==> config.mk <==
export PLATFORM = sky130hd
export DESIGN_NAME = lp_dbg_clkctl
export DESIGN_NICKNAME = d
export VERILOG_FILES = /design/src/rtl/lp_dbg_pkg.sv /design/src/rtl/lp_dbg_ctrl.sv /design/src/rtl/lp_dbg_dp.sv /design/src/rtl/lp_dbg_clkctl.sv
export SDC_FILE = /design/constraint.sdc
export NUM_CORES = 1
export LEC_CHECK = 0
export ABC_CLOCK_PERIOD_IN_PS = 1700
export BUFFER_PORTS_ARGS = -buffer_cell sky130_fd_sc_hd__clkbuf_2
export CAP_MARGIN = 10
export CORE_MARGIN = 3
export CORE_UTILIZATION = 30
export DETAILED_ROUTE_END_ITERATION = 8
export SETUP_SLACK_MARGIN = 0.3
export SYNTH_ARGS = -nofsm -noshare
export SYNTH_HDL_FRONTEND = slang
export SYNTH_HIERARCHICAL = 1
export SYNTH_SLANG_ARGS = --single-unit
==> constraint.sdc <==
create_clock -name clk -period 1.7 [get_ports clk]
set_input_delay 0.17 -clock clk [delete_from_list [all_inputs] [get_ports clk]]
set_output_delay 0.17 -clock clk [all_outputs]
set_load 0.01 [all_outputs]
==> src/rtl/lp_dbg_pkg.sv <==
package lp_dbg_pkg;

  typedef enum logic [1:0] {
    LP_RUN   = 2'd0,
    LP_SLEEP = 2'd1,
    LP_STOP  = 2'd2
  } lpMode_e;

  localparam int CFG_W        = 32;
  localparam int DBG_SLEEP_B  = 0;
  localparam int DBG_STOP_B   = 1;
  localparam int WDG_FRZ_B    = 2;
  localparam int CAN_FRZ_B    = 3;
  localparam int SMB_FRZ_B    = 4;
  localparam int TMR_LSB      = 8;
  localparam int FIXED_FRZ_N  = 3;
  localparam logic [1:0] SIZE_WORD = 2'd2;

  typedef struct packed {
    logic    cfgWr;
    logic    polLoad;
    lpMode_e polMode;
  } ctrlStb_t;

endpackage

==> src/rtl/lp_dbg_ctrl.sv <==
module lp_dbg_ctrl
  import lp_dbg_pkg::*;
(
  input  logic       clk,
  input  logic       rstN,
  input  logic       cfgWrEn,
  input  logic [1:0] cfgSize,
  input  logic       sleepReq,
  input  logic       stopReq,
  output ctrlStb_t   stb,
  output lpMode_e    modeQ
);

  lpMode_e nextMode;

  always_comb begin
    if (stopReq)       nextMode = LP_STOP;
    else if (sleepReq) nextMode = LP_SLEEP;
    else               nextMode = LP_RUN;
  end

  always_ff @(posedge clk or negedge rstN) begin
    if (!rstN) modeQ <= LP_RUN;
    else       modeQ <= nextMode;
  end

  always_comb begin
    stb.cfgWr   = cfgWrEn && (cfgSize == SIZE_WORD);
    stb.polLoad = (nextMode != modeQ);
    stb.polMode = nextMode;
  end

  // stop wins over sleep
  a_r6_stop_priority: assert property (@(posedge clk) disable iff (!rstN)
    stopReq |=> (modeQ == LP_STOP));

  // sleep alone enters sleep
  a_r4_sleep_entry: assert property (@(posedge clk) disable iff (!rstN)
    (sleepReq && !stopReq) |=> (modeQ == LP_SLEEP));

  // narrow accesses never raise the write strobe
  a_r2_narrow_no_write: assert property (@(posedge clk) disable iff (!rstN)
    (cfgSize != SIZE_WORD) |-> !stb.cfgWr);

endmodule

==> src/rtl/lp_dbg_dp.sv <==
module lp_dbg_dp
  import lp_dbg_pkg::*;
#(
  parameter int NUM_TMR = 8
) (
  input  logic               clk,
  input  logic               porRstN,
  input  logic               rstN,
  input  ctrlStb_t           stb,
  input  logic [CFG_W-1:0]   cfgWData,
  input  logic               cfgRdEn,
  input  logic [1:0]         cfgSize,
  input  logic               coreHalted,
  output logic [CFG_W-1:0]   cfgRData,
  output logic               fclkEn,
  output logic               hclkEn,
  output logic               clkSrcSel,
  output logic               rcOscEn,
  output logic [NUM_TMR-1:0] tmrFreeze,
  output logic               wdgFreeze,
  output logic               canRxFreeze,
  output logic               smbTmoFreeze
);

  localparam int FRZ_N = NUM_TMR + FIXED_FRZ_N;
  localparam logic [CFG_W-1:0] TMR_MASK = ((CFG_W'(1) << NUM_TMR) - CFG_W'(1)) << TMR_LSB;
  localparam logic [CFG_W-1:0] CFG_MASK = TMR_MASK | CFG_W'(32'h1F);

  logic [CFG_W-1:0] cfgQ;
  logic [FRZ_N-1:0] frzSrc;
  logic [FRZ_N-1:0] frzQ;

  // Configuration word: only power-on reset clears it
  always_ff @(posedge clk or negedge porRstN) begin
    if (!porRstN)       cfgQ <= '0;
    else if (stb.cfgWr) cfgQ <= cfgWData & CFG_MASK;
  end

  assign cfgRData = (cfgRdEn && (cfgSize == SIZE_WORD)) ? cfgQ : '0;

  // Clock policy, latched only on a mode change
  always_ff @(posedge clk or negedge rstN) begin
    if (!rstN) begin
      fclkEn    <= 1'b1;
      hclkEn    <= 1'b1;
      clkSrcSel <= 1'b0;
      rcOscEn   <= 1'b0;
    end else if (stb.polLoad) begin
      unique case (stb.polMode)
        LP_SLEEP: begin
          fclkEn    <= 1'b1;
          hclkEn    <= cfgQ[DBG_SLEEP_B];
          clkSrcSel <= 1'b0;
          rcOscEn   <= 1'b0;
        end
        LP_STOP: begin
          fclkEn    <= cfgQ[DBG_STOP_B];
          hclkEn    <= cfgQ[DBG_STOP_B];
          clkSrcSel <= cfgQ[DBG_STOP_B];
          rcOscEn   <= cfgQ[DBG_STOP_B];
        end
        default: begin
          fclkEn    <= 1'b1;
          hclkEn    <= 1'b1;
          clkSrcSel <= 1'b0;
          rcOscEn   <= 1'b0;
        end
      endcase
    end
  end

  // Freeze outputs, one register per peripheral
  assign frzSrc = {cfgQ[TMR_LSB +: NUM_TMR], cfgQ[SMB_FRZ_B], cfgQ[CAN_FRZ_B], cfgQ[WDG_FRZ_B]};

  for (genvar i = 0; i < FRZ_N; i++) begin : g_frz
    always_ff @(posedge clk or negedge rstN) begin
      if (!rstN) frzQ[i] <= 1'b0;
      else       frzQ[i] <= coreHalted & frzSrc[i];
    end
  end

  assign wdgFreeze    = frzQ[0];
  assign canRxFreeze  = frzQ[1];
  assign smbTmoFreeze = frzQ[2];
  assign tmrFreeze    = frzQ[FIXED_FRZ_N +: NUM_TMR];

  // system reset alone keeps the word
  a_r3_cfg_kept_sysrst: assert property (@(posedge clk) disable iff (!porRstN)
    (!rstN && !stb.cfgWr) |=> $stable(cfgQ));

  // clock source only moves on a mode change
  a_r7_sel_stable: assert property (@(posedge clk) disable iff (!rstN)
    !stb.polLoad |=> $stable(clkSrcSel));

  // no freeze unless halted in the previous cycle
  a_r8_freeze_needs_halt: assert property (@(posedge clk) disable iff (!rstN)
    (|frzQ) |-> $past(coreHalted));

  // freeze drops after halt falls
  a_r8_freeze_release: assert property (@(posedge clk) disable iff (!rstN)
    !coreHalted |=> (frzQ == '0));

endmodule

==> src/rtl/lp_dbg_clkctl.sv <==
module lp_dbg_clkctl
  import lp_dbg_pkg::*;
#(
  parameter int NUM_TMR = 8
) (
  input  logic               clk,
  input  logic               porRstN,
  input  logic               sysRstN,
  input  logic               cfgWrEn,
  input  logic               cfgRdEn,
  input  logic [1:0]         cfgSize,
  input  logic [31:0]        cfgWData,
  output logic [31:0]        cfgRData,
  input  logic               sleepReq,
  input  logic               stopReq,
  input  logic               coreHalted,
  output logic               fclkEn,
  output logic               hclkEn,
  output logic               clkSrcSel,
  output logic               rcOscEn,
  output logic [NUM_TMR-1:0] tmrFreeze,
  output logic               wdgFreeze,
  output logic               canRxFreeze,
  output logic               smbTmoFreeze
);

  logic     rstN;
  ctrlStb_t stb;
  lpMode_e  modeQ;

  assign rstN = porRstN & sysRstN;

  lp_dbg_ctrl u_ctrl (
    .clk      (clk),
    .rstN     (rstN),
    .cfgWrEn  (cfgWrEn),
    .cfgSize  (cfgSize),
    .sleepReq (sleepReq),
    .stopReq  (stopReq),
    .stb      (stb),
    .modeQ    (modeQ)
  );

  lp_dbg_dp #(.NUM_TMR(NUM_TMR)) u_dp (
    .clk          (clk),
    .porRstN      (porRstN),
    .rstN         (rstN),
    .stb          (stb),
    .cfgWData     (cfgWData),
    .cfgRdEn      (cfgRdEn),
    .cfgSize      (cfgSize),
    .coreHalted   (coreHalted),
    .cfgRData     (cfgRData),
    .fclkEn       (fclkEn),
    .hclkEn       (hclkEn),
    .clkSrcSel    (clkSrcSel),
    .rcOscEn      (rcOscEn),
    .tmrFreeze    (tmrFreeze),
    .wdgFreeze    (wdgFreeze),
    .canRxFreeze  (canRxFreeze),
    .smbTmoFreeze (smbTmoFreeze)
  );

  // bus clock never runs with the core clock gated
  a_r5_clock_pair: assert property (@(posedge clk) disable iff (!rstN)
    !fclkEn |-> !hclkEn);

  // RC oscillator only in stop mode
  a_r5_rc_in_stop: assert property (@(posedge clk) disable iff (!rstN)
    rcOscEn |-> (modeQ == LP_STOP));

  // run-mode policy right after reset release
  a_r9_run_after_reset: assert property (@(posedge clk) disable iff (!porRstN)
    !sysRstN |=> (fclkEn && hclkEn && !clkSrcSel && !rcOscEn) || !sysRstN);

endmodule

==> results of run 1 <==
how the worst max path moves through the flow:
| stage | start | to | slack [ps] | cells past startpoint |
|---|---|---|---|---|
| after global routing | cfgSize[0] | cfgRData[0] | 360 | 4 |
| after global placement | stopReq | u_dp/hclkEn$_DFFE_PN1P_ | 410 | 6 |
| after CTS | cfgSize[0] | cfgRData[0] | 440 | 4 |
| final | cfgSize[0] | cfgRData[0] | 450 | 4 |
| after floorplan | u_ctrl/modeQ[0]$_DFF_PN0_ | u_dp/rcOscEn$_DFFE_PN0P_ | 470 | 3 |
| after detailed placement | stopReq | u_dp/hclkEn$_DFFE_PN1P_ | 390 | 6 |
layout make-up:
| type | instances | area share |
|---|---|---|
| inverter | 5 | 0.0109 |
| tap | 50 | 0.0362 |
| clock inverter | 1 | 0.00290 |
| sequential | 29 | 0.422 |
| multi-input combinational | 73 | 0.299 |
| timing repair buffer | 56 | 0.174 |
| clock buffer | 7 | 0.0558 |
through the flow:
stage / cell area [sq um] / power [W] / std cells
6_report: 1730 / 0.00177 / 221
5_1_grt: 1730 / 0.00187 / 221
4_1_cts: 1730 / 0.00180 / 221
3_5_place_dp: 1610 / 0.00118 / 211
3_3_place_gp: 1610 / 0.00117 / 211
2_1_floorplan: 1440 / 0.00108 / 131
routing by layer:
metal  wire length (um)  vias to the layer above  part of all wire  GRT usage
li1                   -                      439                 -          -
met1               1250                      424              0.43      0.139
met2               1300                       58              0.45      0.182
met3                311                        4              0.11     0.0342
met4                 49                        0             0.017     0.0483
met5                  0                        -                 0          0
report_power, final:
| group | internal [W] | switching [W] | leakage [nW] |
|---|---|---|---|
| Combinational | 0.000163 | 0.000149 | 0.516 |
| Sequential | 0.000798 | 0.0000576 | 0.358 |
| Clock | 0.000365 | 0.000238 | 0.0542 |
| Total | 0.00133 | 0.000445 | 0.929 |
flip-flops by register name, summed over array words and instances (netlist names):
signal,flops
u_dp/hclkEn,1
u_dp/tmrFreeze,8
u_dp/rcOscEn,1
u_dp/smbTmoFreeze,1
u_dp/wdgFreeze,1
u_ctrl/modeQ,2
u_dp/fclkEn,1
u_dp/canRxFreeze,1
u_dp/cfgQ,13
placed cells by master, fill, tap and decap left out, types with 2 or more instances in the layout:
cell type and instances:
and2_1 25, and3b_1 2, buf_4 4, clkbuf_2 50, clkbuf_8 7, conb_1 19
dfrtp_1 27, dfstp_2 2, dlygate4sd3_1 2, ha_1 2, inv_1 5, mux2_2 4
mux2_4 8, nor2_1 2, o21ai_0 2
worst max-delay path: stages:
cell,delay (ps)
clkbuf_2,80
and3b_1,470
and2_1,220
clkbuf_2,140
cell families (layout without fill, tap and decap cells):
kind of cell / after synthesis / in the layout / share of synthesized area
buffers and inverters: 29 / 69 / 0.143
muxes: 12 / 12 / 0.120
other: 1 / 19 / 0.00273
and+or+nand+nor: 34 / 34 / 0.157
DFF: 29 / 29 / 0.531
AOI/OAI and AO/OA: 6 / 6 / 0.0283
adders and majority gates: 2 / 2 / 0.0182
synth_stat cells:
master,instances,area (sq um)
and2b_2,1,8.76
and2_1,25,156
a31oi_1,1,6.26
mux2_2,4,45.0
inv_1,5,18.8
buf_6,1,11.3
ha_1,2,25.0
clkbuf_2,1,5.00
dfstp_2,2,52.6
buf_4,21,158
nor2_1,2,7.51
mux2_4,8,120
o21ai_0,2,10.0
nand2_1,1,3.75
a311oi_1,1,8.76
conb_1,1,3.75
a221oi_1,1,8.76
a21oi_1,1,5.00
clkbuf_1,1,3.75
nor4_1,1,6.26
and3b_1,2,17.5
dfrtp_1,27,676
nand3_1,1,5.00
nor4bb_1,1,10.0
timing repair:
action,4_1_cts,5_1_grt
endpoints found under the hold margin,21,0
hold buffers,2,0
setup endpoints to repair,0,0
==> results.yml, run 1 <==
clock_tree:
  cts_sinks: 29
  clkLatencyLatePin_ps: 270
  cts_setup_buffers: 0
  postCtsResizedCells: 0
  numCtsBuffers: 5
  cts_max_level: 2
  clock_path_buffers: 2
  clkTransAtPathRegs_ps: 60
  cts_tree: "yes"
  cts_root_buf: "clkbuf_8"
min_path:
  hp-start: "stopReq"
  whs_path_depth: 1
  holdPathEnd: "u_ctrl/modeQ[1]$_DFF_PN0_"
  hp-class: "in2reg"
placed_design:
  place.gp.congestion: 0.779
  dp_hpwl_mm: 2.25
  io_buffer_count: 50
  dpl_worst_slack_ps: 390
floorplan:
  die_w_um: 73.6
  io_pins: 89
  num_rows: 23
  start_util: 0.327
  die_area_sq_mm: 0.00542
  core_sq_mm: 0.00420
  die_h_um: 73.6
setup_path:
  cp.required_ps: 1530
  timing.rr.end: "u_dp/rcOscEn$_DFFE_PN0P_"
  arrival_ps: 1080
  ff2ff_setup_slack_ps: 510
  endpoint_kind: "output pin"
  cp_max_fo: 13
  start_kind: "input port"
  reg2reg_depth: 5
  r2r_start: "u_ctrl/modeQ[1]$_DFF_PN0_"
  crit_type: "in2out"
drt:
  drt_iter0_drc: 24
  routedWlPerCell_um: 13.1
  first_pass_iters: 2
  via_per_inst: 4.19
  wl_mm: 2.91
  vias: 925
  antenna_left: 0
  drc: 0
sta:
  setup_viol: 0
  holdWs_ps: 97.5
  hold_viol_final: 0
  worst_slew_pin_slew_ps: 536
  drv_slew: 0
  rsz0062_at_grt: "false"
  fin_ws_ps: 451
  fin_skew_ps: 3.98
  fmax_mhz: 800
  slew_headroom: 0.643
  finalCritPeriodShare: 0.735
  finalCriticalPeriod_ps: 1250
  setup_tns_ps: 0
layout:
  drive_gt1_frac: 0.450
  syn_to_final_growth_pct: 25.8
  finish.net_count: 214
  seqCellArea_sq_um: 728
  fillers: 424
  multiInputGateArea_sq_um: 515
  num_antenna_cells: 0
  final_util: 0.411
grt:
  grt_pass1_wl_mm: 4.50
  grt_antenna_before_repair: 0
  grt_max_degree: 15
  gr-total-overflow: 0
  grt_pass1_vias: 939
  grt_usage: 0.113
power:
  leakagePower_nw: 0.929
  power_density_mw_per_mm2: 1030
  ir_drop_uv: 321
flow_run:
  cap_violations: 0
yosys:
  syn_area_per_cell_sq_um: 12.1
  synth_area_sq_mm: 0.00137
  yosysSeqAreaShare: 0.531
  yosys_register_bits: 29
  syn_inst: 113
  ys_warn_count: 6
  yosys.cell_types.count: 24
status:
  outcome: "complete, no violations"
(Power assumes the default switching activity.)
==> run 2, diff against run 1 <==
--- a/config.mk
+++ b/config.mk
@@ -5,7 +5,7 @@
 export SDC_FILE = /design/constraint.sdc
 export NUM_CORES = 1
 export LEC_CHECK = 0
-export ABC_CLOCK_PERIOD_IN_PS = 1700
+export ABC_CLOCK_PERIOD_IN_PS = 1250
 export BUFFER_PORTS_ARGS = -buffer_cell sky130_fd_sc_hd__clkbuf_2
 export CAP_MARGIN = 10
 export CORE_MARGIN = 3
==> constraint.sdc (replaced) <==
create_clock -name clk -period 1.25 [get_ports clk]
set_input_delay 0.125 -clock clk [delete_from_list [all_inputs] [get_ports clk]]
set_output_delay 0.125 -clock clk [all_outputs]
set_load 0.01 [all_outputs]
==> run 2 against run 1 <==
  * Flip-flop and latch count did not move
  * Critical path depth rose by 1
  * Combinational power up 120%
  * Total power grew 52%
  * Largest cell class unchanged
  * Cell count increased by 10%
  * Sequential power rose by 34%
  * First-iteration DRC count grew 92%
  * Clock skew down 1.6 ps
  * Final area up 17%
==> results.yml, run 2 (synthesized netlist as in run 1, its figures left out) <==
status:
  outcome: "complete, no violations"
sta:
  drv_slew: 0
  fmax_mhz: 829
  rsz0062_at_grt: "true"
  hold_viol_final: 0
  fin_skew_ps: 2.34
  finalCriticalPeriod_ps: 1210
  finalCritPeriodShare: 0.965
  setup_viol: 0
layout:
  syn_to_final_growth_pct: 47.5
  num_antenna_cells: 0
  final_cells: 243
  fillers: 397
  largest_register: "u_dp/cfgQ"
  layout_common_cells: "34 x clkbuf_2, 26 x dfrtp_1, 22 x and2_1"
  final_util: 0.482
  final_common_cell: "clkbuf_2"
  drive_gt1_frac: 0.560
  largest_register_ff_count: 13
  finish.net_count: 236
grt:
  met2_usage: 0.198
  grt_usage: 0.119
  met1_usage: 0.133
  busiest_layer: "met2"
  grt_pass1_vias: 1029
  grt_pass1_wl_mm: 4.75
  gr-total-overflow: 0
  grt_max_degree: 14
  gr-usage-met3: 0.0246
  grt_antenna_before_repair: 0
clock_tree:
  cts_sinks: 29
  clkLatencyLatePin_ps: 280
  cts_max_level: 2
  numCtsBuffers: 5
  cts_tree: "yes"
  cts_root_buf: "clkbuf_8"
  clock_path_buffers: 2
  clkTransAtPathRegs_ps: 60
drt:
  drc: 0
  via_per_inst: 4.21
  drt_iter0_drc: 46
  antenna_left: 0
  vias: 1023
  first_pass_iters: 4
  wl_mm: 3.05
  routedWlPerCell_um: 12.6
min_path:
  hp-class: "in2reg"
setup_path:
  cp_max_fo: 5
  crit_end: "u_dp/fclkEn$_DFFE_PN1P_"
  crit_type: "reg2reg"
  cp.required_ps: 1460
  timing.rr.end: "u_dp/fclkEn$_DFFE_PN1P_"
  endpoint_kind: "flip-flop"
  r2r_start: "u_ctrl/modeQ[0]$_DFF_PN0_"
  arrival_ps: 1410
  crit_start: "u_ctrl/modeQ[0]$_DFF_PN0_"
  start_kind: "flip-flop"
  reg2reg_depth: 5
  ff2ff_setup_slack_ps: 40
power:
  internal-power_w: 0.00201
  p_seq_frac: 0.430
  ir_drop_uv: 393
  power_density_mw_per_mm2: 1330
  switching_share: 0.250
  total_power_w: 0.00269
  pwr-share-clk: 0.309
  combPwrFrac: 0.262
  leakagePower_nw: 1.09
  power_switching_w: 0.000672
placed_design:
  io_buffer_count: 50
  dp.cells: 212
  place.gp.congestion: 0.724
  dp_hpwl_mm: 2.21
floorplan:
  die_h_um: 73.6
  die_w_um: 73.6
  core_sq_mm: 0.00420
  start_util: 0.327
  io_pins: 89
  die_area_sq_mm: 0.00542
  num_rows: 23
flow_run:
  cap_violations: 0
-- run 2: timing repair --
action | CTS | global route
pin swaps | 0 | 1
hold buffers | 1 | 1
buffers inserted | 15 | 6
resized for setup | 1 | 38
endpoints found under the hold margin | 21 | 8
setup endpoints to repair | 18 | 34
cloned | 0 | 0
-- run 2: metal layers --
layer  routed length (um)  part of all wire
met2                 1480              0.48
met5                    0                 0
met4                   64             0.021
met3                  276             0.090
met1                 1230              0.40
-- run 2: critical path, cell delays in order (launching register included) --
cell and delay, ps:
dfrtp_1 400, nor4bb_4 160, a311oi_2 220, buf_4 190
nor2_1 40, a31oi_1 130
-- run 2: area by class of cell --
type,instances,area [sq um],share of cell area
repair buffers,78,553,0.273
inverters,5,18.8,0.00927
well taps,50,62.6,0.0309
flip-flops and latches,29,729,0.360
clock buffers,7,96.3,0.0476
multi-input cells,73,559,0.276
clock inverters,1,5.00,0.00247
-- run 2: worst min path at each step --
stage / to / from / depth (start not counted)
final: u_dp/cfgQ[1]$_DFFE_PN0P_ / cfgWData[1] / 3
after global routing: u_dp/cfgQ[1]$_DFFE_PN0P_ / cfgWData[1] / 3
after CTS: u_dp/smbTmoFreeze$_DFF_PN0_ / sysRstN / 2
after detailed placement: u_dp/cfgQ[14]$_DFFE_PN0P_ / porRstN / 2
after global placement: u_dp/cfgQ[14]$_DFFE_PN0P_ / porRstN / 2
after floorplan: u_dp/cfgQ[0]$_DFFE_PN0P_ / porRstN / 0
-- run 2: power groups by stage --
| stage | Sequential (W) | Clock [W] | Combinational [W] |
|---|---|---|---|
| final | 0.00115 | 0.000829 | 0.000703 |
| after global routing | 0.00117 | 0.000909 | 0.000762 |
| after CTS | 0.00115 | 0.000864 | 0.000582 |
| after detailed placement | 0.00118 | 0 | 0.000435 |
| after global placement | 0.00117 | 0 | 0.000425 |
| after floorplan | 0.00119 | 0 | 0.000285 |
-- run 2: metrics by stage --
stage               hold WS (ps)  setup TNS (ps)  instance area [sq um]  worst slack (ps)
global placement            83.4               0                   1650              42.6
floorplan                   -171               0                   1450               144
CTS                        -75.1               0                   1880              18.9
finish                      63.0               0                   2020              44.3
detailed placement          92.5               0                   1650              5.67
global route                69.2           -75.4                   2020             -43.0
